==> src/rtl/udma_burst_pkg.sv <==
package udma_burst_pkg;
  typedef enum logic [1:0] {ST_IDLE, ST_REQ, ST_BURST, ST_TERM} burst_st_e;

  // receive queue is within slack of full
  function automatic logic rx_nearly_full(input int unsigned occ,
                                          input int unsigned depth,
                                          input int unsigned slack);
    return (occ + slack) >= depth;
  endfunction

  // a new outgoing word may start
  function automatic logic pause_allows(input logic host_rdy_n,
                                        input int unsigned lag_used,
                                        input int unsigned lag_max);
    return !host_rdy_n || (lag_used < lag_max);
  endfunction
endpackage

==> src/rtl/udma_burst_fsm.sv <==
module udma_burst_fsm
  import udma_burst_pkg::*;
(
  input  logic      clk,
  input  logic      rst_n,
  input  logic      xfer_req,
  input  logic      xfer_to_host,
  input  logic      dma_ack_n,
  input  logic      bus_stop,
  input  logic      launch_pending,
  output burst_st_e st,
  output logic      dir_tx,
  output logic      dma_req
);
  burst_st_e st_nx;

  always_comb begin
    st_nx = st;
    case (st)
      ST_IDLE:  if (xfer_req) st_nx = ST_REQ;
      ST_REQ:   if (!dma_ack_n && !bus_stop) st_nx = ST_BURST;
      ST_BURST: if (bus_stop && !launch_pending) st_nx = ST_TERM;
      ST_TERM:  if (dma_ack_n) st_nx = ST_IDLE;
      default:  st_nx = ST_IDLE;
    endcase
  end

  always_ff @(posedge clk) begin
    if (!rst_n) begin
      st     <= ST_IDLE;
      dir_tx <= 1'b1;
    end else begin
      st <= st_nx;
      if (st == ST_IDLE && xfer_req) dir_tx <= xfer_to_host;
    end
  end

  assign dma_req = (st == ST_REQ) || (st == ST_BURST);


  burst_entry_chk: assert property (@(posedge clk) disable iff (!rst_n)
    (st == ST_BURST && $past(st) != ST_BURST) |-> $past(!dma_ack_n && !bus_stop));

  burst_exit_chk: assert property (@(posedge clk) disable iff (!rst_n)
    (st == ST_TERM && $past(st) == ST_BURST) |-> $past(bus_stop));

  term_exit_chk: assert property (@(posedge clk) disable iff (!rst_n)
    (st == ST_IDLE && $past(st) == ST_TERM) |-> $past(dma_ack_n));
endmodule

==> src/rtl/udma_tx_launch.sv <==
module udma_tx_launch
  import udma_burst_pkg::*;
#(
  parameter int W = 16,
  parameter int PAUSE_LAG = 2
) (
  input  logic         clk,
  input  logic         rst_n,
  input  logic         active,
  input  logic         bus_stop,
  input  logic         host_rdy_n,
  input  logic [W-1:0] tx_data,
  input  logic         tx_valid,
  output logic         tx_ready,
  output logic [W-1:0] dout,
  output logic         strobe,
  output logic         pending
);
  localparam int LW = $clog2(PAUSE_LAG + 1) + 1;

  logic          ph;
  logic [LW-1:0] lag_used;
  logic          launch;

  assign launch   = active && !ph && !bus_stop && tx_valid &&
                    pause_allows(host_rdy_n, 32'(lag_used), PAUSE_LAG);
  assign tx_ready = launch;
  assign pending  = ph;

  always_ff @(posedge clk) begin
    if (!rst_n) begin
      ph     <= 1'b0;
      strobe <= 1'b1;
      dout   <= '0;
    end else if (launch) begin
      dout <= tx_data;
      ph   <= 1'b1;
    end else if (ph) begin
      strobe <= ~strobe;
      ph     <= 1'b0;
    end else if (!active) begin
      strobe <= 1'b1;
    end
  end

  always_ff @(posedge clk) begin
    if (!rst_n || !active || !host_rdy_n) lag_used <= '0;
    else if (launch) lag_used <= lag_used + 1'b1;
  end


  launch_spacing_chk: assert property (@(posedge clk) disable iff (!rst_n)
    launch |=> !launch);

  strobe_after_launch_chk: assert property (@(posedge clk) disable iff (!rst_n)
    ($past(active) && strobe != $past(strobe)) |-> $past(ph));

  pause_limit_chk: assert property (@(posedge clk) disable iff (!rst_n)
    (host_rdy_n && $past(host_rdy_n) && lag_used == LW'(PAUSE_LAG)) |-> !launch);
endmodule

==> src/rtl/udma_rx_capture.sv <==
module udma_rx_capture
  import udma_burst_pkg::*;
#(
  parameter int W = 16,
  parameter int RX_DEPTH = 8,
  parameter int RX_SLACK = 2
) (
  input  logic         clk,
  input  logic         rst_n,
  input  logic         active,
  input  logic         host_strb,
  input  logic [W-1:0] din,
  input  logic         rx_ready,
  output logic [W-1:0] rx_data,
  output logic         rx_valid,
  output logic         near_full
);
  localparam int AW = $clog2(RX_DEPTH);
  localparam int CW = $clog2(RX_DEPTH + 1);

  logic [W-1:0]  mem [RX_DEPTH];
  logic [AW-1:0] wr_ptr, rd_ptr;
  logic [CW-1:0] occ;
  logic          hs_q;
  logic          strb_edge, push, pop;

  assign strb_edge = host_strb ^ hs_q;
  assign push      = active && strb_edge;
  assign pop       = rx_valid && rx_ready;
  assign rx_valid  = (occ != '0);
  assign rx_data   = mem[rd_ptr];
  assign near_full = rx_nearly_full(32'(occ), RX_DEPTH, RX_SLACK);

  always_ff @(posedge clk) begin
    if (push) mem[wr_ptr] <= din;
  end

  always_ff @(posedge clk) begin
    if (!rst_n) begin
      hs_q   <= 1'b1;
      wr_ptr <= '0;
      rd_ptr <= '0;
      occ    <= '0;
    end else begin
      hs_q <= host_strb;
      if (push) wr_ptr <= (wr_ptr == AW'(RX_DEPTH - 1)) ? '0 : wr_ptr + 1'b1;
      if (pop)  rd_ptr <= (rd_ptr == AW'(RX_DEPTH - 1)) ? '0 : rd_ptr + 1'b1;
      occ <= occ + CW'(push) - CW'(pop);
    end
  end


  no_overflow_chk: assert property (@(posedge clk) disable iff (!rst_n)
    push |-> (occ < CW'(RX_DEPTH)));

  ready_drop_chk: assert property (@(posedge clk) disable iff (!rst_n)
    (push && occ == CW'(RX_DEPTH - RX_SLACK - 1) && !pop) |=> near_full);
endmodule

==> src/rtl/udma_dev_burst.sv <==
module udma_dev_burst
  import udma_burst_pkg::*;
#(
  parameter int W = 16,
  parameter int PAUSE_LAG = 2,
  parameter int RX_DEPTH = 8,
  parameter int RX_SLACK = 2
) (
  input  logic         clk,
  input  logic         rst_n,
  input  logic         xfer_req,
  input  logic         xfer_to_host,
  input  logic [W-1:0] tx_data,
  input  logic         tx_valid,
  output logic         tx_ready,
  output logic [W-1:0] rx_data,
  output logic         rx_valid,
  input  logic         rx_ready,
  output logic         dma_req,
  input  logic         dma_ack_n,
  input  logic         bus_stop,
  input  logic         host_strb_rdy_n,
  output logic         dev_strb_rdy_n,
  input  logic [W-1:0] bus_din,
  output logic [W-1:0] bus_dout,
  output logic         bus_dout_en
);
  burst_st_e st;
  logic dir_tx, pending, tx_strobe, near_full;
  logic tx_active, rx_active;

  assign tx_active = (st == ST_BURST) && dir_tx;
  assign rx_active = (st == ST_BURST) && !dir_tx;

  udma_burst_fsm fsm_i (
    .clk(clk), .rst_n(rst_n), .xfer_req(xfer_req), .xfer_to_host(xfer_to_host),
    .dma_ack_n(dma_ack_n), .bus_stop(bus_stop), .launch_pending(pending),
    .st(st), .dir_tx(dir_tx), .dma_req(dma_req)
  );

  udma_tx_launch #(.W(W), .PAUSE_LAG(PAUSE_LAG)) tx_i (
    .clk(clk), .rst_n(rst_n), .active(tx_active), .bus_stop(bus_stop),
    .host_rdy_n(host_strb_rdy_n), .tx_data(tx_data), .tx_valid(tx_valid),
    .tx_ready(tx_ready), .dout(bus_dout), .strobe(tx_strobe), .pending(pending)
  );

  udma_rx_capture #(.W(W), .RX_DEPTH(RX_DEPTH), .RX_SLACK(RX_SLACK)) rx_i (
    .clk(clk), .rst_n(rst_n), .active(rx_active), .host_strb(host_strb_rdy_n),
    .din(bus_din), .rx_ready(rx_ready), .rx_data(rx_data), .rx_valid(rx_valid),
    .near_full(near_full)
  );

  assign dev_strb_rdy_n = dir_tx ? tx_strobe : !(rx_active && !near_full);
  assign bus_dout_en    = tx_active;


  strobe_parked_chk: assert property (@(posedge clk) disable iff (!rst_n)
    (st == ST_TERM && $past(st) == ST_TERM) |-> dev_strb_rdy_n);
endmodule

==> config.mk <==
export PLATFORM = sky130hd
export DESIGN_NAME = udma_dev_burst
export DESIGN_NICKNAME = d
export VERILOG_FILES = /design/src/rtl/udma_burst_pkg.sv /design/src/rtl/udma_burst_fsm.sv /design/src/rtl/udma_tx_launch.sv /design/src/rtl/udma_rx_capture.sv /design/src/rtl/udma_dev_burst.sv
export SDC_FILE = /design/constraint.sdc
export NUM_CORES = 1
export LEC_CHECK = 0
export BUFFER_PORTS_ARGS = -buffer_cell sky130_fd_sc_hd__clkbuf_2
export CAP_MARGIN = 20
export CORE_MARGIN = 2
export CORE_UTILIZATION = 49
export DETAILED_ROUTE_END_ITERATION = 12
export GPL_TIMING_DRIVEN = 0
export HOLD_SLACK_MARGIN = 0.08
export PLACE_DENSITY = 0.8
export SYNTH_ARGS = -nofsm -noshare
export SYNTH_HDL_FRONTEND = slang
export SYNTH_HIERARCHICAL = 1
export SYNTH_SLANG_ARGS = --single-unit
==> constraint.sdc <==
create_clock -name clk -period 3.43 [get_ports clk]
set_input_delay 1.029 -clock clk [delete_from_list [all_inputs] [get_ports clk]]
set_output_delay 1.029 -clock clk [all_outputs]
set_load 0.05 [all_outputs]
==> results.cfg <==
[cells_and_area]
fin_nets = 558
final_layout_size_suffix_gt1_share_pct = 31.3
area_delta_synth_final_pct = 18.7
utilization_pct = 59.0
diodes = 0

[synthesis]
synthArstFlopShare_pct = 0
synth-xor-area-share_pct = 0.512
ys.flop_type = edfxtp_1
yosys.area_share.simple_pct = 6.66
synth.avg_cell_area_um2 = 17.3
synth_edf_count = 128
yosysSeqAreaShare_pct = 67.3
synthesis.nets = 454
synth_fa_ha_area_share_pct = 3.22
synth_seq_cells = 166
synth_cell_type_count = 41
synth_compound_area_share_pct = 1.08
synth_top_family_by_area = multiplexers
synth_area_um2 = 6840
ys_warn_count = 6
syn_inst = 396
muxShareOfSynthArea_pct = 18.8

[critical_path]
cp.arrival_ns = 2.19
start_kind = primary input
crit_required_ns = 2.40
cp_max_fo = 10
crit_type = in2out
cp-startpoint = bus_stop
worstReg2RegStart = fsm_i/st[1]
critPathCaptureType = primary output

[global_routing]
antenna_found_initial = 0
overflow = 0
track_usage_pct = 18.8
grt_pass1_wl_um = 20500
grt_pass1_vias = 3804
grt_max_degree = 17

[placement]
gp_congestion = 0.748
numPortBuffers = 77
place_hpwl_um = 9090
post-place-ws_ns = 0.190

[sta]
hold_viol = 0
skew_ns = 0.00904
setup_ws_ns = 0.211
tightest_slew_ns = 0.908
drv_slew = 0
rsz0062_at_grt = false
fmax_mhz = 311
relSlewSlack_pct = 39.1
fin_crit_sh_pct = 93.9
setup_tns_ns = 0
setup_viol = 0
holdWs_ns = 0.460
period_needed_ns = 3.22

[detailed_routing]
wire_per_inst_um = 18.8
num_vias = 3675
detail_route.iter0.violations = 369
wl_um = 13000
drtPass1Iterations = 4
drcViolationCount = 0
drtAntennaViolNets = 0
via_per_inst = 5.32

[floorplan]
die_y_um = 122
initial_utilization_pct = 49.7
num_io_pins = 78
die_area_um2 = 14900
die_x_um = 122
num_rows = 43
core-area_um2 = 13800

[clock_network]
ctsLongestPathBuffers = 2
cts_made_buffers = 17
cts_tree = yes
cts_num_sinks = 166
htree_levels = 4
cts-root-buf = clkbuf_16
path_clk_slew_ns = 0.06
clock_latency_ns = 0.41
hold_buffers = 0

[flow_run]
timing.max_cap.violations = 0

[pwr]
power.density_nw_per_um2 = 635
p_leak_nw = 2.96
power_mw = 5.16
vdd_drop_max_mv = 0.343

[outcome]
outcome = finished clean

[worst_hold_path]
worstHoldPathType = reg2reg
hold_start = tx_i/dout[8]
-- final timing paths --
check                           slack [ns]  cells past startpoint             end
worst max register to register        0.75                      4  rx_i/mem[2][9]
worst max-delay path                  0.21                      6        tx_ready
worst min-delay path                  0.46                      2    tx_i/dout[8]
worst min register to register        0.46                      2    tx_i/dout[8]
-- registers in the layout, indices dropped and copies added, names as in the netlist, named ones only --
name	cells
rx_i/wr_ptr	3
rx_i/hs_q	1
fsm_i/st	2
tx_i/pending	1
tx_i/lag_used	3
rx_i/rd_ptr	3
tx_i/strobe	1
rx_i/occ	4
rx_i/mem	128
tx_i/dout	16
fsm_i/dir_tx	1
-- synthesized netlist by cell type (2+ instances only) --
cell type  number  area share [%]
nand3b_1        2            0.22
o21ai_0         3            0.22
dfxtp_1        38              11
mux2_2         16             2.6
a21oi_1         3            0.22
inv_1           9            0.49
edfxtp_1      128              56
ha_1           16             2.9
clkbuf_1       10            0.55
and2_1          2            0.18
nor2b_1         2            0.18
buf_12          2            0.59
xnor2_1         2            0.26
mux2i_1        29             4.2
nand2_1        57             3.1
buf_2           2            0.15
mux4_1         25             9.6
nand2b_1        7            0.64
xor2_1          2            0.26
nand3_1         4            0.29
nor3_1          4            0.29
mux4_2          7             2.3
buf_6           4            0.66
nor2_1          5            0.27
-- metal layers --
| metal | track usage, % | routed length, µm | vias up |
|---|---|---|---|
| li1 | - | - | 1727 |
| met2 | 31.9 | 6790 | 95 |
| met4 | 5.32 | 72 | 0 |
| met3 | 5.01 | 508 | 9 |
| met5 | 0 | 0 | - |
| met1 | 23.9 | 5610 | 1844 |
-- metrics by stage --
step | instance area, µm² | cells
3_5_place_dp | 7600 | 661
5_1_grt | 8120 | 691
2_1_floorplan | 6850 | 396
6_report | 8120 | 691
4_1_cts | 8120 | 691
3_3_place_gp | 7460 | 653
-- cells by family (layout without fill, tap and decap cells) --
group,Yosys count,after routing
buffers and inverters,27,142
adder cells (fa/ha/maj),17,17
AND/OR/NAND/NOR,94,94
multiplexers,77,77
XOR/XNOR,4,4
flip-flops,166,166
AO/OA/AOI/OAI,11,11
-- area by class of cell --
class	count	area, µm²
flip-flops and latches	166	4600
clock buffers	19	433
multi-input cells	203	2110
well taps	180	225
clock inverters	11	87.6
fillers	1057	5650
repair buffers	85	490
plain buffers	18	136
inverters	9	33.8
-- worst max-delay path: stages --
cell and delay (ns):
clkbuf_2 0.09, and4bb_4 0.35, and2_4 0.16, buf_12 0.13
buf_12 0.14, clkbuf_2 0.28
-- what timing repair did --
item,4_1_cts,5_1_grt
resized for setup,3,0
setup endpoints to repair,15,0
buffers inserted,0,0
-- cell usage in the layout, fill, tap and decap left out, types with 3 or more instances in the layout --
| master | count |
|---|---|
| nand2_1 | 57 |
| nor2_2 | 3 |
| mux2i_1 | 29 |
| nand2b_1 | 7 |
| nor3_2 | 4 |
| mux4_1 | 25 |
| clkbuf_16 | 17 |
| clkbuf_2 | 80 |
| nand3_1 | 4 |
| a21oi_1 | 3 |
| buf_6 | 8 |
| dfxtp_1 | 38 |
| clkbuf_1 | 9 |
| ha_1 | 16 |
| edfxtp_1 | 128 |
| clkinv_1 | 3 |
| mux4_2 | 7 |
| buf_8 | 4 |
| inv_1 | 9 |
| mux2_2 | 16 |
| o21ai_0 | 3 |
| clkinvlp_4 | 3 |
-- report_power, final --
part	internal [mW]	switching, mW
Sequential	2.23	0.0583
Combinational	0.450	0.742
Clock	0.977	0.703
Power figures use the tool's default switching activity.
